**src/rtl/irq_aggregator_pkg.sv**
```systemverilog
package irq_aggregator_pkg;
  typedef enum logic [1:0] {
    SEL_STATUS = 2'd0,
    SEL_INJECT = 2'd1,
    SEL_MASK   = 2'd2,
    SEL_NONE   = 2'd3
  } word_sel_e;

  // Causes with a hardware source: 31..27, 25, 24, 22..18
  localparam logic [31:0] HW_SOURCED = 32'hFB7C_0000;
endpackage

```
**src/rtl/irq_status_bit.sv**
```systemverilog
module irq_status_bit (
  input  logic clk,
  input  logic rst_n,
  input  logic hw_set,
  input  logic sw_set,
  input  logic sw_clr,
  output logic q
);
  // set terms dominate the clear term
  always_ff @(posedge clk) begin
    if (!rst_n)               q <= 1'b0;
    else if (hw_set || sw_set) q <= 1'b1;
    else if (sw_clr)          q <= 1'b0;
  end
endmodule

```
**src/rtl/irq_reg_port.sv**
```systemverilog
module irq_reg_port
  import irq_aggregator_pkg::*;
#(
  parameter int W     = 32,
  parameter int IDX_W = 2
) (
  input  logic             clk,
  input  logic             rst_n,
  input  logic             wr_en,
  input  logic             rd_en,
  input  logic [IDX_W-1:0] reg_idx,
  input  logic [W-1:0]     wr_data,
  input  logic [W-1:0]     status,
  input  logic [W-1:0]     mask,
  output logic [W-1:0]     clr_vec,
  output logic [W-1:0]     inj_vec,
  output logic             mask_we,
  output logic [W-1:0]     rd_data
);
  word_sel_e sel;
  logic [W-1:0] rd_mux;

  always_comb begin
    sel = word_sel_e'(reg_idx);
    clr_vec = (wr_en && sel == SEL_STATUS) ? wr_data : '0;
    inj_vec = (wr_en && sel == SEL_INJECT) ? wr_data : '0;
    mask_we = wr_en && (sel == SEL_MASK);
    case (sel)
      SEL_STATUS: rd_mux = status;
      SEL_MASK:   rd_mux = mask;
      default:    rd_mux = '0;
    endcase
  end

  always_ff @(posedge clk) begin
    if (!rst_n)     rd_data <= '0;
    else if (rd_en) rd_data <= rd_mux;
    else            rd_data <= '0;
  end
endmodule

```
**src/rtl/irq_line.sv**
```systemverilog
module irq_line #(
  parameter int W = 32
) (
  input  logic         clk,
  input  logic         rst_n,
  input  logic [W-1:0] status,
  input  logic [W-1:0] mask,
  output logic         irq_o
);
  always_ff @(posedge clk) begin
    if (!rst_n) irq_o <= 1'b0;
    else        irq_o <= |(status & ~mask);
  end
endmodule

```
**src/rtl/irq_aggregator.sv**
```systemverilog
module irq_aggregator
  import irq_aggregator_pkg::*;
#(
  parameter int          W      = 32,
  parameter int          IDX_W  = 2,
  parameter logic [W-1:0] HW_SRC = HW_SOURCED
) (
  input  logic             clk,
  input  logic             rst_n,
  input  logic [W-1:0]     evt_i,
  input  logic             wr_en,
  input  logic             rd_en,
  input  logic [IDX_W-1:0] reg_idx,
  input  logic [W-1:0]     wr_data,
  output logic [W-1:0]     rd_data,
  output logic             irq_o
);
  logic [W-1:0] status_q;
  logic [W-1:0] mask_q;
  logic [W-1:0] clr_vec;
  logic [W-1:0] inj_vec;
  logic         mask_we;

  irq_reg_port #(.W(W), .IDX_W(IDX_W)) u_port (
    .clk     (clk),
    .rst_n   (rst_n),
    .wr_en   (wr_en),
    .rd_en   (rd_en),
    .reg_idx (reg_idx),
    .wr_data (wr_data),
    .status  (status_q),
    .mask    (mask_q),
    .clr_vec (clr_vec),
    .inj_vec (inj_vec),
    .mask_we (mask_we),
    .rd_data (rd_data)
  );

  for (genvar b = 0; b < W; b++) begin : g_bit
    if (HW_SRC[b]) begin : g_src
      irq_status_bit u_bit (
        .clk(clk), .rst_n(rst_n), .hw_set(evt_i[b]),
        .sw_set(inj_vec[b]), .sw_clr(clr_vec[b]), .q(status_q[b])
      );
    end else begin : g_nosrc
      logic unused_evt;
      assign unused_evt = evt_i[b];
      irq_status_bit u_bit (
        .clk(clk), .rst_n(rst_n), .hw_set(1'b0),
        .sw_set(inj_vec[b]), .sw_clr(clr_vec[b]), .q(status_q[b])
      );
    end
  end

  always_ff @(posedge clk) begin
    if (!rst_n)       mask_q <= '1;
    else if (mask_we) mask_q <= wr_data;
  end

  irq_line #(.W(W)) u_line (
    .clk(clk), .rst_n(rst_n), .status(status_q), .mask(mask_q), .irq_o(irq_o)
  );
endmodule

```
**config.mk**
```make
export PLATFORM = sky130hd
export DESIGN_NAME = irq_aggregator
export DESIGN_NICKNAME = d
export VERILOG_FILES = /design/src/rtl/irq_aggregator_pkg.sv /design/src/rtl/irq_status_bit.sv /design/src/rtl/irq_reg_port.sv /design/src/rtl/irq_line.sv /design/src/rtl/irq_aggregator.sv
export SDC_FILE = /design/constraint.sdc
export NUM_CORES = 1
export LEC_CHECK = 0
export ABC_AREA = 1
export CORE_ASPECT_RATIO = 1.75
export CORE_MARGIN = 4
export CORE_UTILIZATION = 35
export CTS_BUF_LIST = sky130_fd_sc_hd__clkbuf_4 sky130_fd_sc_hd__clkbuf_8
export DETAILED_ROUTE_END_ITERATION = 10
export RECOVER_POWER = 50
export SLEW_MARGIN = 20
export SYNTH_ARGS = -nofsm -noshare
export SYNTH_HDL_FRONTEND = slang
export SYNTH_SLANG_ARGS = --single-unit
```
**constraint.sdc**
```tcl
create_clock -name clk -period 1.6 [get_ports clk]
set_input_delay 0.24 -clock clk [delete_from_list [all_inputs] [get_ports clk]]
set_output_delay 0.24 -clock clk [all_outputs]
set_load 0.02 [all_outputs]
```
==> results.md <==
Status:
- The flow ran to the end, and the final reports show no timing, DRC or antenna violations.

Power:
- The fraction of power consumed by combinational cells is 0.126.
- Of the total power, the clock network draws 0.350.
- The total power per unit cell area is approximately 960 nW/µm².
- Total power for the finished layout comes to between 4 and 5 mW.
- The leakage power is 2.214 nW.
- The internal portion of total power is 3.714 mW.
- The share of total power dissipated in sequential elements is 0.524.
- Of the total power, the share spent switching nets is 0.2455.
- The peak supply drop is around 0.00046 V.
- In this run the power spent charging and discharging nets is 1.209 mW.

Route:
- The vias after detailed routing is approximately 3600.
- The detailed router's first-iteration violation count is between 100 and 150.
- The via density per instance is 4.819.
- After detailed routing, the average wire length per cell comes to about 13 µm.
- The number of detailed-routing iterations run before antenna repair is 4.
- After detailed routing, the total wire length is about 10000 µm.
- The post-detailed-route count of antenna-violating nets is 0.
- In the routed design, unresolved DRC markers number 0.

Floorplan:
- In this run the horizontal extent of the chip is roughly 87 µm.
- The area inside the core boundary is approximately 11000 µm².
- The die covers between 10000 and 15000 µm².
- The die height is between 100 and 150 µm.
- The cell row count is 50.
- The I/O pin count is around 100.
- For this configuration, the core starts out at a cell density of 0.3578.

Worst setup path:
- The endpoint type of the worst setup path is an output pin.
- The type of the worst setup path is reg2out.
- The nature of the critical path startpoint is a register.
- On the worst path, the slowest cell contributes a delay of around 0.61 ns.
- Data on the critical path is required at its endpoint by around 1.4 ns.
- Among all stages on the critical path, the largest delay is contributed by sky130_fd_sc_hd__clkdlybuf4s50_1.
- The number of buffers and inverters on the critical path is 1.
- In this run the worst path has a maximum fanout of 1.
- The critical path goes through clkdlybuf4s50_1.
- Data arrives at the worst endpoint at approximately 1.3 ns.
- The cell type group with the largest total delay on the critical path is buffers and inverters.

Clocking:
- The tree built by TritonCTS fans out to 97 sinks.
- The root cell of the clock tree is sky130_fd_sc_hd__clkbuf_8.
- In this run, CTS created clock tree buffers numbering 9.
- The clock passes through at most 2 buffers.
- The CTS tree is built.
- The maximum level of the CTS H-tree is 3.
- The clock transition at the registers of the reported paths is approximately 0.090 ns.
- The hold-fix buffer count after cts is 0.
- The later pin in the worst-skew pair is clocked with a latency of roughly 0.36 ns.

Place:
- Input and output buffers added on the ports amount to between 80 and 90.
- Prior to clock tree synthesis, the placed netlist has a worst setup slack of -0.01485 ns.
- The congestion estimate from routability-driven global placement came to about 0.75.
- Once placement finished, the instance area stood at between 4000 and 5000 µm².
- The wire-length estimate of the detail-placed layout is a little under 7000 µm.
- In this run, placement finished with an instance count of 734.

Global route:
- The total global routing overflow is 0.
- Entering global routing, the biggest net connects 36 pins.
- The number of global-route vias before repair is 3530.
- The first-pass GRT wire length is approximately 17000 µm.
- The global routing usage summed across all routing layers is 0.1655.
- The number of antenna violations at the first check in global routing came to 0.

Cells and area:
- The count of inserted antenna diode cells is 0.
- The share of final-layout standard cells stronger than drive strength 1 is 0.06129.
- The library cell used most frequently in the layout, excluding fill and tap cells, is sky130_fd_sc_hd__nand2_1.
- From synthesis to final layout, the design area changed by 33.25%.
- The layout has approximately 1100 filler cells.
- Leaving out fill and tap cells, the most frequent cells in the layout are 233 x sky130_fd_sc_hd__nand2_1, 97 x sky130_fd_sc_hd__dfxtp_1, 79 x sky130_fd_sc_hd__clkdlybuf4s50_1.
- After the last flow step, the layout net total stands at 685.
- Once layout is done, the placed cells without fillers occupy roughly 5000 µm².
- At the end of the flow the core is filled with cells to 0.4767.
- The final standard cell count with taps included and fillers excluded is 750.

Timing:
- For the pin with the worst max-slew slack, the measured transition is approximately 0.47 ns.
- The worst pin sits at a relative slew slack of 0.6865.
- Setup violations remaining at the end of the flow were counted as 0.
- The hold violation total from the final report is 0.
- The worst path setup slack after routing is 0.07437 ns.
- The number of slew-limit violations in the final report came to 0.
- The clock period minus worst slack is 1.526 ns.
- The clock skew after layout is between 0.008 and 0.009 ns.
- Setup repair after global routing left no endpoint under its margin.
- For this run, the top clock speed supported by timing is around 0.66 GHz.
- Of the available clock period, the critical path in the final layout requires 0.9535.

Logic synthesis:
- The post-synth design cell area is 3850 µm².
- In this run, distinct cell masters in the synthesized netlist total 16.
- Yosys printed 0 warnings.
- The instance count of the mapped netlist is around 530.
- The count of state elements after synthesis is 97.
- The most area-hungry cell type in the Yosys netlist is sky130_fd_sc_hd__dfxtp_1.
- After synthesis, the cell types taking the most area are sky130_fd_sc_hd__dfxtp_1 50%, sky130_fd_sc_hd__nand2_1 23%, sky130_fd_sc_hd__a21oi_1 6.9%.
- The synthesized area per cell is approximately 7.2 µm².
- The sequential element share of the synthesized area is 0.5044.
- The total nets after synthesis is 602.
- Of the post-synthesis cell area, the dominant cell type holds 0.5044.

Flow run:
- Max-cap violations in this run came to 0.

Min path:
- The tightest min-delay check is of the in2reg type.
## sequential cells by signal, indices dropped and copies added (netlist names)
name / cells
mask_q: 32
u_line.irq_o: 1
g_bit.g_nosrc.u_bit.q: 20
g_bit.g_src.u_bit.q: 12
u_port.rd_data: 32
## power by group through the flow
stage | logic (mW) | registers (mW) | clock network [mW]
after floorplan | 0.267 | 2.66 | 0
after global placement | 0.633 | 2.63 | 0
after detailed placement | 0.642 | 2.64 | 0
after CTS | 0.644 | 2.58 | 1.78
after global routing | 0.688 | 2.59 | 1.88
final | 0.621 | 2.58 | 1.72
## area by class of cell
class                           count  area (µm²)  share of cell area
Inverter                           49       183.9             0.03585
Sequential cell                    97        1942              0.3785
Clock buffer                       13       178.9             0.03488
Timing Repair Buffer              101        1042              0.2032
Multi-Input combinational cell    357        1574              0.3068
Clock inverter                      3       46.29            0.009024
Tap cell                          130       162.7             0.03171
## synth_stat cells
| library cell | count |
|---|---|
| sky130_fd_sc_hd__a21oi_1 | 53 |
| sky130_fd_sc_hd__a31oi_1 | 12 |
| sky130_fd_sc_hd__buf_1 | 4 |
| sky130_fd_sc_hd__buf_2 | 16 |
| sky130_fd_sc_hd__buf_4 | 3 |
| sky130_fd_sc_hd__clkbuf_1 | 6 |
| sky130_fd_sc_hd__dfxtp_1 | 97 |
| sky130_fd_sc_hd__inv_1 | 47 |
| sky130_fd_sc_hd__inv_2 | 2 |
| sky130_fd_sc_hd__nand2_1 | 233 |
| sky130_fd_sc_hd__nand3_1 | 13 |
| sky130_fd_sc_hd__nor2_1 | 10 |
| sky130_fd_sc_hd__nor2_2 | 2 |
| sky130_fd_sc_hd__nor2_4 | 1 |
| sky130_fd_sc_hd__o211ai_1 | 31 |
| sky130_fd_sc_hd__o21ai_0 | 2 |
## kinds of logic after synthesis
logic type      count (synthesis)  synth area share
simple gates                  259            0.2600
compound gates                 98            0.1514
flops                          97            0.5044
buf+inv                        78           0.08417
## metal layers
| layer | share of wire | global-route usage |
|---|---|---|
| met1 | 0.39 | 0.1855 |
| met2 | 0.54 | 0.2987 |
| met3 | 0.052 | 0.02862 |
| met4 | 0.017 | 0.06912 |
| met5 | 0 | 0 |
## path summary, 6_finish.rpt
kind / from / endpoint / slack [ns] / cells after the start
worst min-delay path: evt_i[21] / g_bit[21].g_src.u_bit.q / 0.44 / 3
worst max register to register: mask_q[20] / u_line.irq_o / 0.54 / 7
worst max-delay path: u_port.rd_data[30] / rd_data[30] / 0.07 / 1
worst min register to register: mask_q[4] / u_port.rd_data[4] / 0.46 / 2
## per-stage QoR
stage	TNS, ns	hold WS [ns]
finish	0	0.4365
global route	0	0.4245
CTS	0	0.4128
detailed placement	-0.01485	0.4551
global placement	0	0.4461
floorplan	0	0.3662
## timing repair
item                       CTS  global route
setup endpoints to repair    0             2
buffers inserted             0             0
gates resized for setup      0             2
(Power assumes the default switching activity.)
